`config.mk`:
```
export PLATFORM = sky130hd
export DESIGN_NAME = rot_iter_unit
export DESIGN_NICKNAME = d
export VERILOG_FILES = /design/src/rtl/rot_pkg.sv /design/src/rtl/rot_rst_sync.sv /design/src/rtl/rot_decode.sv /design/src/rtl/rot_step.sv /design/src/rtl/rot_ctrl.sv /design/src/rtl/rot_iter_unit.sv
export SDC_FILE = /design/constraint.sdc
export NUM_CORES = 1
export LEC_CHECK = 0
export ABC_AREA = 1
export BUFFER_PORTS_ARGS = -buffer_cell sky130_fd_sc_hd__buf_2
export CAP_MARGIN = 40
export CORE_ASPECT_RATIO = 1.1
export CORE_UTILIZATION = 45
export CTS_CLUSTER_DIAMETER = 80
export DETAILED_ROUTE_END_ITERATION = 8
export HOLD_SLACK_MARGIN = 0.03
export PLACE_DENSITY = 0.87
export RECOVER_POWER = 100
export SYNTH_ARGS = -nofsm -noshare
export SYNTH_HDL_FRONTEND = slang
export SYNTH_SLANG_ARGS = --single-unit
```
`constraint.sdc`:
```
create_clock -name clk -period 1 [get_ports clk]
set_input_delay 0.2 -clock clk [delete_from_list [all_inputs] [get_ports clk]]
set_output_delay 0.2 -clock clk [all_outputs]
set_load 0.01 [all_outputs]
```
`src/rtl/rot_pkg.sv`:
```
package rot_pkg;
  typedef enum logic [1:0] {
    SRC_ONE  = 2'd0,
    SRC_CL   = 2'd1,
    SRC_IMM  = 2'd2,
    SRC_NONE = 2'd3
  } cnt_src_e;

  typedef enum logic [1:0] {
    ST_IDLE = 2'd0,
    ST_RUN  = 2'd1,
    ST_FIN  = 2'd2
  } ctl_state_e;

  typedef struct packed {
    logic     ok;
    logic     dir_right;
    logic     wide;
    cnt_src_e src;
    logic [1:0] len;
  } rot_dec_t;

  localparam logic [6:0] OPC_BY_ONE = 7'b1101000;
  localparam logic [6:0] OPC_BY_CL  = 7'b1101001;
  localparam logic [6:0] OPC_BY_IMM = 7'b1100000;
endpackage

```
`src/rtl/rot_rst_sync.sv`:
```
module rot_rst_sync (
  input  logic clk,
  input  logic rst_n,
  output logic rst_sync_n
);
  logic [1:0] sync_q;

  always_ff @(posedge clk or negedge rst_n) begin
    if (!rst_n) sync_q <= 2'b00;
    else        sync_q <= {sync_q[0], 1'b1};
  end

  assign rst_sync_n = sync_q[1];
endmodule

```
`src/rtl/rot_decode.sv`:
```
module rot_decode
  import rot_pkg::*;
#(
  parameter int CNT_W = 8
) (
  input  logic [7:0]       op_byte,
  input  logic [7:0]       modrm_byte,
  input  logic [CNT_W-1:0] cl_in,
  input  logic [CNT_W-1:0] imm_in,
  output rot_dec_t         dec,
  output logic [CNT_W-1:0] count
);
  logic reg_form;
  logic rot_sel;
  logic unused_rm;

  assign unused_rm = ^modrm_byte[2:0];
  assign reg_form  = (modrm_byte[7:6] == 2'b11);
  assign rot_sel   = (modrm_byte[5:4] == 2'b00);

  always_comb begin
    dec.src = SRC_NONE;
    if (op_byte[7:1] == OPC_BY_ONE)      dec.src = SRC_ONE;
    else if (op_byte[7:1] == OPC_BY_CL)  dec.src = SRC_CL;
    else if (op_byte[7:1] == OPC_BY_IMM) dec.src = SRC_IMM;

    dec.ok        = reg_form && rot_sel && (dec.src != SRC_NONE);
    dec.dir_right = modrm_byte[3];
    dec.wide      = op_byte[0];

    dec.len = 2'd0;
    if (dec.ok) dec.len = (dec.src == SRC_IMM) ? 2'd3 : 2'd2;

    unique case (dec.src)
      SRC_ONE: count = {{(CNT_W-1){1'b0}}, 1'b1};
      SRC_CL:  count = cl_in;
      SRC_IMM: count = imm_in;
      default: count = '0;
    endcase
    if (!dec.ok) count = '0;
  end
endmodule

```
`src/rtl/rot_step.sv`:
```
module rot_step #(
  parameter int DATA_W = 16
) (
  input  logic [DATA_W-1:0] val_in,
  input  logic              wide,
  input  logic              dir_right,
  output logic [DATA_W-1:0] val_out,
  output logic              cf_out,
  output logic              of_out
);
  localparam int HALF = DATA_W / 2;

  logic [DATA_W-1:0] rot_full;
  logic [HALF-1:0]   rot_half;
  logic              cf_full;
  logic              cf_half;

  always_comb begin
    if (dir_right) begin
      cf_full  = val_in[0];
      rot_full = {val_in[0], val_in[DATA_W-1:1]};
      cf_half  = val_in[0];
      rot_half = {val_in[0], val_in[HALF-1:1]};
    end else begin
      cf_full  = val_in[DATA_W-1];
      rot_full = {val_in[DATA_W-2:0], val_in[DATA_W-1]};
      cf_half  = val_in[HALF-1];
      rot_half = {val_in[HALF-2:0], val_in[HALF-1]};
    end
  end

  always_comb begin
    if (wide) begin
      val_out = rot_full;
      cf_out  = cf_full;
      of_out  = dir_right ? (rot_full[DATA_W-1] ^ rot_full[DATA_W-2])
                          : (rot_full[DATA_W-1] ^ cf_full);
    end else begin
      val_out = {val_in[DATA_W-1:HALF], rot_half};
      cf_out  = cf_half;
      of_out  = dir_right ? (rot_half[HALF-1] ^ rot_half[HALF-2])
                          : (rot_half[HALF-1] ^ cf_half);
    end
  end
endmodule

```
`src/rtl/rot_ctrl.sv`:
```
module rot_ctrl
  import rot_pkg::*;
#(
  parameter int CNT_W = 8
) (
  input  logic             clk,
  input  logic             rst_n,
  input  logic             start,
  input  logic [CNT_W-1:0] cnt_load,
  output logic             load,
  output logic             step,
  output logic             idle,
  output logic             done
);
  localparam logic [CNT_W-1:0] CNT_ONE = {{(CNT_W-1){1'b0}}, 1'b1};

  ctl_state_e       state_q, state_d;
  logic [CNT_W-1:0] cnt_q, cnt_d;
  logic             cnt_en;

  assign idle = (state_q == ST_IDLE);
  assign load = idle && start;
  assign step = (state_q == ST_RUN);
  assign done = (state_q == ST_FIN);

  always_comb begin
    state_d = state_q;
    unique case (state_q)
      ST_IDLE: if (start) state_d = (cnt_load == '0) ? ST_FIN : ST_RUN;
      ST_RUN:  if (cnt_q == CNT_ONE) state_d = ST_FIN;
      ST_FIN:  state_d = ST_IDLE;
      default: state_d = ST_IDLE;
    endcase
  end

  always_comb begin
    cnt_en = load || step;
    cnt_d  = load ? cnt_load : (cnt_q - CNT_ONE);
  end

  always_ff @(posedge clk or negedge rst_n) begin
    if (!rst_n) state_q <= ST_IDLE;
    else        state_q <= state_d;
  end

  always_ff @(posedge clk or negedge rst_n) begin
    if (!rst_n)      cnt_q <= '0;
    else if (cnt_en) cnt_q <= cnt_d;
  end
endmodule

```
`src/rtl/rot_iter_unit.sv`:
```
module rot_iter_unit
  import rot_pkg::*;
#(
  parameter int DATA_W = 16,
  parameter int CNT_W  = 8
) (
  input  logic              clk,
  input  logic              rst_n,
  input  logic              start,
  input  logic [7:0]        op_byte,
  input  logic [7:0]        modrm_byte,
  input  logic [DATA_W-1:0] operand_in,
  input  logic [CNT_W-1:0]  cl_in,
  input  logic [CNT_W-1:0]  imm_in,
  output logic [DATA_W-1:0] result,
  output logic              carry_flag,
  output logic              ovf_flag,
  output logic              done,
  output logic [1:0]        instr_len,
  output logic              op_ok
);
  logic             rst_sync_n;
  rot_dec_t         dec;
  logic [CNT_W-1:0] dec_cnt;
  logic             ctl_load, ctl_step, ctl_idle, ctl_done;

  logic [DATA_W-1:0] work_q, work_d;
  logic              cf_q, cf_d, of_q, of_d;
  logic              wide_q, dir_q, single_q;
  logic [1:0]        len_q;
  logic              ok_q;
  logic [DATA_W-1:0] step_val;
  logic              step_cf, step_of;
  logic              work_en, cf_en, of_en;

  rot_rst_sync u_rst (
    .clk        (clk),
    .rst_n      (rst_n),
    .rst_sync_n (rst_sync_n)
  );

  rot_decode #(.CNT_W(CNT_W)) u_dec (
    .op_byte    (op_byte),
    .modrm_byte (modrm_byte),
    .cl_in      (cl_in),
    .imm_in     (imm_in),
    .dec        (dec),
    .count      (dec_cnt)
  );

  rot_ctrl #(.CNT_W(CNT_W)) u_ctl (
    .clk      (clk),
    .rst_n    (rst_sync_n),
    .start    (start),
    .cnt_load (dec_cnt),
    .load     (ctl_load),
    .step     (ctl_step),
    .idle     (ctl_idle),
    .done     (ctl_done)
  );

  rot_step #(.DATA_W(DATA_W)) u_step (
    .val_in    (work_q),
    .wide      (wide_q),
    .dir_right (dir_q),
    .val_out   (step_val),
    .cf_out    (step_cf),
    .of_out    (step_of)
  );

  always_comb begin
    work_en = ctl_load || ctl_step;
    work_d  = ctl_load ? operand_in : step_val;
    cf_en   = ctl_step;
    cf_d    = step_cf;
    of_en   = ctl_step && single_q;
    of_d    = step_of;
  end

  always_ff @(posedge clk or negedge rst_sync_n) begin
    if (!rst_sync_n)  work_q <= '0;
    else if (work_en) work_q <= work_d;
  end

  always_ff @(posedge clk or negedge rst_sync_n) begin
    if (!rst_sync_n) cf_q <= 1'b0;
    else if (cf_en)  cf_q <= cf_d;
  end

  always_ff @(posedge clk or negedge rst_sync_n) begin
    if (!rst_sync_n) of_q <= 1'b0;
    else if (of_en)  of_q <= of_d;
  end

  always_ff @(posedge clk or negedge rst_sync_n) begin
    if (!rst_sync_n) begin
      wide_q   <= 1'b0;
      dir_q    <= 1'b0;
      single_q <= 1'b0;
      len_q    <= 2'd0;
      ok_q     <= 1'b0;
    end else if (ctl_load) begin
      wide_q   <= dec.wide;
      dir_q    <= dec.dir_right;
      single_q <= (dec.src == SRC_ONE);
      len_q    <= dec.len;
      ok_q     <= dec.ok;
    end
  end

  assign result     = work_q;
  assign carry_flag = cf_q;
  assign ovf_flag   = of_q;
  assign done       = ctl_done;
  assign instr_len  = len_q;
  assign op_ok      = ok_q;
endmodule

```
==> results of run 1 <==
## critical path, delay by kind of cell (launching register included)
kind	cells	cell delay (ps)
buf+inv	3	250
simple gates	3	480
compound gates	2	260
flops	1	420
## Yosys cell counts (all sizes together)
cell type,instances,area share (%)
a211oi,3,0.98
a21oi,22,5.3
a221oi,1,0.38
a22o,1,0.38
a31oi,2,0.55
buf,10,3.2
clkbuf,1,0.16
conb,1,0.16
dfrtp,35,38
ha,2,1.1
inv,28,4.7
mux2,4,2.3
nand2,68,12
nand3,26,6.5
nand4,5,1.4
nor2,37,9.4
nor3,4,1.4
o211ai,3,0.98
o21a,1,0.33
o21ai,37,8.1
o22a,1,0.38
o22ai,1,0.27
o31ai,3,0.98
xor2,1,0.38
## flip-flops by register name, indices dropped and copies added (netlist names)
name           flops
u_ctl.state_q      2
ovf_flag           1
instr_len          2
u_ctl.cnt_q        8
single_q           1
carry_flag         1
wide_q             1
result            16
dir_q              1
u_rst.sync_q       2
## metal layers
layer	share of wire (%)	global-route usage, %
met1	32	30.3
met2	51	52.3
met3	7.8	4.47
met4	8.9	18.6
met5	0	0
## cells by family after synthesis
logic type | count (synthesis) | synth area share [%]
DFF | 35 | 38.3
muxes | 4 | 2.30
xor gates and xnor gates | 1 | 0.383
adders and majority gates | 2 | 1.09
AOI/OAI and AO/OA | 75 | 18.7
other | 1 | 0.164
and+or+nand+nor | 140 | 31.0
buffers and inverters | 39 | 8.10
## final timing paths
path,end,slack [ps],startpoint
setup reg to reg,result[8],-470,u_ctl.state_q[1]
hold reg to reg,result[15],320,u_rst.sync_q[1]
hold / removal,dir_q,100,modrm_byte[3]
setup / recovery,result[8],-470,u_ctl.state_q[1]
max in group asynchronous,u_ctl.cnt_q[2],310,u_rst.sync_q[1]
min in group asynchronous,u_rst.sync_q[0],220,rst_n
## layout by cell type (no fill, tap or decap), drive strengths merged
master	instances
o21ai	37
o211ai	3
xor2	1
nor3	4
inv	27
o21a	1
dlygate4sd3	1
nand4	5
o31ai	3
bufinv	1
ha	2
a211oi	3
a221oi	1
buf	152
clkbuf	8
conb	1
nor2	37
dfrtp	35
mux2	4
a31oi	2
o22ai	1
o22a	1
a22o	1
nand2	68
clkinv	3
a21oi	22
nand3	26
## what timing repair did
| item | CTS | global route |
|---|---|---|
| setup endpoints to repair | 55 | 55 |
| hold buffers | 1 | 0 |
| gates resized for setup | 71 | 56 |
| endpoints found under the hold margin | 2 | 0 |
| cloned | 1 | 0 |
| pin swaps | 17 | 19 |
| setup buffers | 21 | 9 |
## through the flow
stage,instances,worst slack (ps)
floorplan,297,-355
global placement,470,-380
detailed placement,470,-451
CTS,498,-404
global route,506,-569
finish,506,-470
## final cells by class
class / count / share of cell area, %
multi-input cells: 223 / 38.8
repair buffers: 155 / 30.4
flip-flops and latches: 35 / 22.5
inverters: 28 / 3.27
clock buffers: 6 / 2.11
well taps: 56 / 1.79
clock inverters: 2 / 0.897
repair inverters: 1 / 0.224
## report_power, final
| group | total, uW | leakage, uW | internal [uW] | switching [uW] |
|---|---|---|---|---|
| Combinational | 2530 | 0.00148 | 1230 | 1290 |
| Clock | 1370 | 0.0000612 | 807 | 560 |
| Sequential | 1850 | 0.000428 | 1620 | 231 |
| Total | 5750 | 0.00197 | 3660 | 2080 |
==> out/qor.txt, run 1 <==
outcome: complete, but fails checks
failing checks: setup timing
Core Box Area: 4750 um2
Final nets: 502
CTS sink cnt: 35
drt pass-1 iters: 6
fmax: 0.680 GHz
I/O Pins: 73
Critical Path Fanout Max: 7
cell area after layout: 3910 um2
GRT Overall Usage: 28.7%
placed instance area: 3120 um2
largest net degree at the start of global routing: 34
CTS Buffer Depth: 2
Power Density: 1470 nW/um2
CTS clk-pin slew, worst paths: 80 ps
via count: 2954
Worst setup SP type: register
Finished Core Util: 82.2%
clk root buf: clkbuf_8
Syn Std Cell Area: 2290 um2
Syn. warnings: 0
starting density of the core: 48.2%
area grow syn2layout: 70.8%
Worst Reg-to-Reg Cells: 8
Port-buffer cells: 69
Avg Cell Area, Syn: 7.70 um2
Worst Skew: 14.7 ps
share of cells above drive strength 1: 56.9%
post-route setup TNS: -13510 ps
# rows: 26
WL final: 9250 um
H-Tree Depth: 2
Via-to-Cell Ratio: 5.84
CP max stage delay: 420 ps
post-synthesis sequential area ratio: 38.3%
Critical Path End Type: register
Chip Height: 76.8 um
Filler cells: 254
Yosys reg bits: 35
area of the multi-input gates: 1510 um2
Seq. cell area: 881 um2
Required @ worst endpoint: 1220 ps
syn_nets: 350
CTS tree: yes
Finish-stage setup viols: 55
remaining antenna violation count after routing: 0
antenna violations before repair: 0
Num CTS Buffers: 5
grt total ovfl: 0
Worst Hold Class: in2reg
Netlist cell types: 39
final worst path period share: 147%
DIE AREA: 5370 um2
DR iter-0 viols: 335
RSZ-0062 raised after global routing: true
worst-path cell chain: inv_2 > nand3_4 > inv_8 > nor2_8 > clkinv_4 > nor2_2 > a211oi_2 > a21oi_1
VDD IR max: 1090 uV
WL/cell: 18.3 um
Fin. Hold Viols: 0
Clock Latency Late Sink: 310 ps
total power: 5750 uW
Crit Path Category: reg2reg
Critical-path top delay cell: dfrtp_2
global-route wire length before repair: 12200 um
DR DRC count: 0
gp weighted congestion: 0.895
Leak: 0.00197 uW
DP HPWL: 4960 um
vias in the first global route: 2739
critical path arrival: 1690 ps
DIE WIDTH: 70.0 um
Antenna Diode Count: 0
Max Cap Viol: 0
Mapped Cells: 297
minimum clock period: 1470 ps
final hold slack: 103 ps
Max Slew Vio Count: 0
worst hold path depth: 3
post-route setup slack: -470 ps
No activity file was read; power rests on OpenSTA's default activity.
==> run 2: changes to the inputs <==
Settings changed: CAP_MARGIN 40 to 20, CELL_PAD_IN_SITES_DETAIL_PLACEMENT from default to 0, CELL_PAD_IN_SITES_GLOBAL_PLACEMENT from default to 1, CORE_UTILIZATION 45 to 33, PLACE_DENSITY 0.87 to 0.89.
==> run 2 against run 1 <==
Compared with the run above: the run still ends with setup timing left; critical path type unchanged; largest cell class unchanged; fmax up 5.5%; clock power down 25%; die area up 35%; sequential power about the same; critical endpoint is now result[13]; power down 11%.
==> out/qor.txt, run 2 (synthesis results as in run 1) <==
outcome: complete, but fails checks (unchanged)
failing checks: setup timing (unchanged)
Critical Path End Type: register (unchanged)
Max Slew Vio Count: 0 (unchanged)
Worst Hold Class: in2reg (unchanged)
Worst Reg-to-Reg Cells: 6 (was 8)
Post-Place Setup Slack: -435 ps (was -451 ps)
critical path arrival: 1570 ps (was 1690 ps)
largest net degree at the start of global routing: 34 (unchanged)
Leak: 0.00192 uW (was 0.00197 uW)
most frequent cells in the layout: buf_2, buf_4, nand2_1 (unchanged)
DIE AREA: 7270 um2 (was 5370 um2)
antenna violations before repair: 0 (unchanged)
# rows: 31 (was 26)
remaining antenna violation count after routing: 0 (unchanged)
CTS clk-pin slew, worst paths: 70 ps (was 80 ps)
CTS sink cnt: 35 (unchanged)
I/O Pins: 73 (unchanged)
area grow syn2layout: 67.9% (was 70.8%)
Core Box Area: 6630 um2 (was 4750 um2)
r2r startpoint: u_ctl.state_q[1] (unchanged)
Worst R2R End: result[13] (was result[8])
Seq. cell area: 880 um2 (was 881 um2)
switch share: 35.8% (was 36.3%)
CTS tree: yes (unchanged)
Switching Power: 1830 uW (was 2080 uW)
starting density of the core: 34.5% (was 48.2%)
WL final: 7160 um (was 9250 um)
VDD IR max: 933 uV (was 1090 uV)
RSZ-0062 raised after global routing: true (unchanged)
Max Cap Viol: 0 (unchanged)
CTS Buffer Depth: 2 (unchanged)
Port-buffer cells: 69 (unchanged)
Chip Height: 89.3 um (was 76.8 um)
final worst path period share: 139% (was 147%)
gp weighted congestion: 0.823 (was 0.895)
Num CTS Buffers: 5 (unchanged)
Finish-stage setup viols: 54 (was 55)
Filler cells: 603 (was 254)
area of the multi-input gates: 1460 um2 (was 1510 um2)
fmax: 0.718 GHz (was 0.680 GHz)
max reg flops: 16 (unchanged)
commonest non-fill, non-tap cell in the layout: buf_2 (unchanged)
WL/cell: 13.5 um (was 18.3 um)
global-route wire length before repair: 11000 um (was 12200 um)
Antenna Diode Count: 0 (unchanged)
H-Tree Depth: 2 (unchanged)
Worst setup SP type: register (unchanged)
DIE WIDTH: 81.4 um (was 70.0 um)
GRT Overall Usage: 19.5% (was 28.7%)
total power: 5110 uW (was 5750 uW)
DR iter-0 viols: 111 (was 335)
DP HPWL: 4920 um (was 4960 um)
Critical Path Fanout Max: 7 (unchanged)
combinational share of power: 44.2% (was 44.0%)
reg2reg setup slack: -390 ps (was -470 ps)
clk root buf: clkbuf_8 (unchanged)
critical path startpoint: u_ctl.state_q[1] (unchanged)
worst hold path depth: 3 (unchanged)
Final nets: 500 (was 502)
share of cells above drive strength 1: 53.1% (was 56.9%)
vias in the first global route: 2551 (was 2739)
Crit Path Category: reg2reg (unchanged)
Required @ worst endpoint: 1180 ps (was 1220 ps)
Int Pwr: 3280 uW (was 3660 uW)
grt total ovfl: 0 (unchanged)
Fin. Hold Viols: 0 (unchanged)
post-route setup slack: -393 ps (was -470 ps)
Worst Skew: 3.55 ps (was 14.7 ps)
DR DRC count: 0 (unchanged)
minimum clock period: 1390 ps (was 1470 ps)
CP endpoint: result[13] (was result[8])
via count: 2580 (was 2954)
Clock power frac: 20.1% (was 23.8%)
Seq pwr share: 35.7% (was 32.2%)
drt pass-1 iters: 4 (was 6)
hold path start: modrm_byte[3] (unchanged)
Via-to-Cell Ratio: 4.87 (was 5.84)
Clock Latency Late Sink: 290 ps (was 310 ps)
Power Density: 1330 nW/um2 (was 1470 nW/um2)
## run 2: power by group through the flow
| stage | Clock [uW] | Combinational, uW | Sequential, uW |
|---|---|---|---|
| after floorplan | 0 | 784 | 1880 |
| after global placement | 0 | 1650 | 1790 |
| after detailed placement | 0 | 1680 | 1800 |
| after CTS | 1070 | 1980 | 1800 |
| after global routing | 1110 | 2460 | 1840 |
| final | 1030 | 2260 | 1820 |
## run 2: per-layer routing
| metal | track usage [%] | part of all wire [%] | vias up |
|---|---|---|---|
| li1 | - | - | 1305 |
| met1 | 21.9 | 41 | 1204 |
| met2 | 38.3 | 55 | 62 |
| met3 | 2.14 | 3.2 | 9 |
| met4 | 5.03 | 1.3 | 0 |
| met5 | 0 | 0 | - |
## run 2: per-stage QoR
| step | hold WS (ps) | cell area [um2] | instances | setup TNS, ps | utilization (%) |
|---|---|---|---|---|---|
| 2_1_floorplan | -95.6 | 2330 | 297 | -6250 | - |
| 3_3_place_gp | -15.3 | 3190 | 496 | -9790 | 48.1 |
| 3_5_place_dp | -13.2 | 3190 | 496 | -10650 | 48.1 |
| 4_1_cts | 107 | 3550 | 518 | -10780 | 53.6 |
| 5_1_grt | 111 | 3840 | 530 | -13990 | 57.9 |
| 6_report | 115 | 3840 | 530 | -10700 | 57.9 |
## run 2: what timing repair did
action	in CTS	in global routing
resized for setup	52	49
endpoints found under the hold margin	2	0
pin swaps	15	19
gates cloned	2	2
hold buffers	1	0
setup endpoints to repair	55	55
buffers inserted	13	10
## run 2: layout make-up
class | count | area share, %
Inverter | 28 | 3.26
Multi-Input combinational cell | 225 | 37.9
Clock buffer | 6 | 1.89
Sequential cell | 35 | 22.9
Clock inverter | 2 | 0.326
Timing Repair Buffer | 152 | 31.0
Tap cell | 82 | 2.67
## run 2: how the worst min path moves through the flow
stage	end	slack (ps)
after floorplan	u_rst.sync_q[0]	-100
after global placement	u_rst.sync_q[0]	-20
after detailed placement	u_rst.sync_q[0]	-10
after CTS	dir_q	110
after global routing	dir_q	110
final	dir_q	120
## run 2: worst max-delay path: stages (launching register included)
cell and delay (ps):
dfrtp_1 380, inv_2 60, nand3_4 140, clkinv_8 110, buf_8 140, a22o_1 190
mux2_4 260
==> run 3: changes to the inputs <==
Settings changed: PLACE_DENSITY 0.89 to 0.88, SYNTH_HIERARCHICAL from default to 1.
==> run 3 against run 2 <==
Compared with the run above: the flow still finishes with violations (setup timing); clock skew increased by 2.7 ps; sequential share of layout area decreased by 2.1 points; routed wire length increased by 9.3%; flip-flop and latch count increased by 1; cell area increased by 14%; non-clock buffer count decreased by 5; setup slack improved by 99 ps; register-to-register slack improved by 99 ps; final cell count increased by 16%; power decreased by 44%; via count increased by 14%; hold slack got worse by 1.4 ps.
==> out/qor.txt, run 3 <==
DR iter-0 viols: 119 (was 111)
ys async rst share: 100% (unchanged)
combinational share of power: 7.9% (was 44.2%)
total power: 2840 uW (was 5110 uW)
Power Density: 649 nW/um2 (was 1330 nW/um2)
cell area after layout: 4380 um2 (was 3840 um2)
most common cell in the synthesized netlist: nand2_1 (unchanged)
post-route setup TNS: -9040 ps (was -10700 ps)
top cells by count, synth: nand2_1, inv_1, dfrtp_1 (was nand2_1, dfrtp_1, nor2_1)
Max Slew Vio Count: 0 (unchanged)
DIE WIDTH: 86.9 um (was 81.4 um)
Yosys reg bits: 36 (was 35)
# rows: 33 (was 31)
Chip Height: 95.3 um (was 89.3 um)
critical path arrival: 1470 ps (was 1570 ps)
antenna violations before repair: 0 (unchanged)
starting density of the core: 34.6% (was 34.5%)
Clock Latency Late Sink: 290 ps (about the same)
Num CTS Buffers: 5 (unchanged)
Syn. warnings: 6 (was 0)
Post-synth top flop: dfrtp_1 (unchanged)
via count: 2941 (was 2580)
Int Pwr: 2190 uW (was 3280 uW)
CTS tree: yes (unchanged)
global-route wire length before repair: 12700 um (was 11000 um)
Critical Path End Type: register (unchanged)
remaining antenna violation count after routing: 0 (unchanged)
DP HPWL: 5200 um (was 4920 um)
Core Box Area: 7560 um2 (was 6630 um2)
CTS sink cnt: 36 (was 35)
I/O Pins: 73 (unchanged)
Netlist cell types: 29 (was 39)
Switching Power: 649 uW (was 1830 uW)
Final nets: 563 (was 500)
share of cells above drive strength 1: 56.6% (was 53.1%)
Mapped Cells: 368 (was 297)
area grow syn2layout: 67.4% (was 67.9%)
grt total ovfl: 0 (unchanged)
Via-to-Cell Ratio: 4.77 (was 4.87)
area share of the largest cell type after synthesis: 34.5% (was 38.3%)
largest net degree at the start of global routing: 35 (was 34)
syn_nets: 421 (was 350)
VDD IR max: 534 uV (was 933 uV)
switch share: 22.8% (was 35.8%)
WL final: 7830 um (was 7160 um)
Max Cap Viol: 0 (unchanged)
H-Tree Depth: 2 (unchanged)
Required @ worst endpoint: 1170 ps (was 1180 ps)
Post-synth EDFFs: 0 (unchanged)
DR DRC count: 0 (unchanged)
post-route setup slack: -293 ps (was -393 ps)
minimum clock period: 1290 ps (was 1390 ps)
Critical Path Fanout Max: 6 (was 7)
drt pass-1 iters: 4 (unchanged)
Finish-stage setup viols: 53 (was 54)
Syn Std Cell Area: 2610 um2 (was 2290 um2)
Area contributors post-synth: dfrtp_1, nand2_1, nand3_2, inv_1, o21ai_0 (was dfrtp_1, nand2_1, o21ai_0, nand3_1, a21oi_1)
commonest non-fill, non-tap cell in the layout: nand2_1 (was buf_2)
Leak: 0.00250 uW (was 0.00192 uW)
outcome: complete, but fails checks (unchanged)
CTS clk-pin slew, worst paths: 80 ps (was 70 ps)
Seq pwr share: 51.4% (was 35.7%)
Worst Skew: 6.28 ps (was 3.55 ps)
WL/cell: 12.7 um (was 13.5 um)
clk root buf: clkbuf_8 (unchanged)
max reg flops: 16 (unchanged)
area leader, netlist: dfrtp_1 (unchanged)
Port-buffer cells: 69 (unchanged)
Clock power frac: 40.8% (was 20.1%)
GRT Overall Usage: 19.7% (was 19.5%)
Avg Cell Area, Syn: 7.10 um2 (was 7.70 um2)
DIE AREA: 8280 um2 (was 7270 um2)
most frequent cells in the layout: nand2_1, buf_4, buf_2 (was buf_2, buf_4, nand2_1)
Crit Path Category: reg2reg (unchanged)
RSZ-0062 raised after global routing: true (unchanged)
Antenna Diode Count: 0 (unchanged)
placed instance area: 3380 um2 (was 3190 um2)
CTS Buffer Depth: 2 (unchanged)
Worst Hold Class: in2reg (unchanged)
gp weighted congestion: 0.868 (was 0.823)
fmax: 0.773 GHz (was 0.718 GHz)
Fin. Hold Viols: 0 (unchanged)
failing checks: setup timing (unchanged)
final worst path period share: 129% (was 139%)
post-synthesis sequential area ratio: 34.5% (was 38.3%)
vias in the first global route: 2897 (was 2551)
Worst setup SP type: register (unchanged)
==> run 3: cell types whose count changed after synthesis, moves of 4 or more <==
cell | previous run | this run
nand2_4 | 3 | 11
nand2_1 | 62 | 125
nand3_2 | 1 | 22
o21ai_1 | 12 | 3
o21ai_0 | 25 | 29
inv_1 | 19 | 39
a21oi_1 | 21 | 8
nor2_1 | 28 | 22
buf_4 | 2 | 7
==> run 3: worst max-delay path: stages (launching register included) <==
cell	delay, ps
dfrtp_2	440
nor2_2	130
nand2_2	90
clkinv_4	90
nor2_4	60
buf_12	140
buf_12	130
nand2_4	40
nand3_2	50
==> run 3: cell families after synthesis <==
| family | after synthesis | synth area share [%] |
|---|---|---|
| xor gates and xnor gates | 2 | 0.670 |
| DFF | 36 | 34.5 |
| adders and majority gates | 2 | 0.957 |
| other | 1 | 0.143 |
| AOI/OAI and AO/OA | 45 | 9.10 |
| buffers and inverters | 60 | 11.3 |
| and+or+nand+nor | 222 | 43.3 |
==> run 3: what timing repair did <==
item | CTS | global route
gates cloned | 5 | 0
pin swaps | 22 | 21
setup endpoints to repair | 56 | 56
gates resized for setup | 90 | 61
endpoints found under the hold margin | 2 | 0
hold buffers | 1 | 0
buffers inserted | 29 | 8
==> run 3: power groups by stage <==
stage                     logic [uW]  registers, uW  clock network [uW]
after global placement           205           1490                   0
final                            223           1460                1160
after floorplan                 52.1           1510                   0
after CTS                        227           1460                1190
after detailed placement         210           1490                   0
after global routing             249           1460                1220
==> run 3: path summary, 6_finish.rpt <==
| check | startpoint | endpoint | slack [ps] | cells after the start |
|---|---|---|---|---|
| hold reg to reg | u_rst/sync_q[1] | u_ctl/cnt_q[2] | 340 | 1 |
| min in group asynchronous | rst_n | u_rst/sync_q[0] | 220 | 2 |
| setup / recovery | u_ctl/state_q[0] | result[5] | -290 | 8 |
| setup reg to reg | u_ctl/state_q[0] | result[5] | -290 | 8 |
| max in group asynchronous | u_rst/sync_q[1] | result[10] | 280 | 1 |
| hold / removal | modrm_byte[3] | dir_q | 110 | 3 |
==> run 3: per-layer routing <==
metal	GRT usage, %	part of all wire (%)	routed length, um
met4	6.81	1.9	150
met1	21.3	40	3100
met2	38.6	55	4270
met3	2.77	3.9	305
met5	0	0	0
==> run 3: per-stage QoR <==
| stage | instances | hold slack (ps) | util, % | worst slack, ps |
|---|---|---|---|---|
| finish | 616 | 114 | 57.9 | -293 |
| global route | 616 | 115 | 57.9 | -345 |
| CTS | 609 | 109 | 55.1 | -259 |
| detailed placement | 568 | -9.36 | 44.8 | -487 |
| global placement | 568 | -12.8 | 44.8 | -448 |
| floorplan | 368 | -95.6 | - | -170 |
==> run 3: cell type report <==
type | count | area [um2]
Tap cell | 105 | 131
Sequential cell | 36 | 912
Multi-Input combinational cell | 273 | 1780
Clock buffer | 8 | 100
Timing Repair Buffer | 147 | 1220
Fill cell | 655 | 3180
Inverter | 46 | 219
Timing Repair inverter | 1 | 11.3
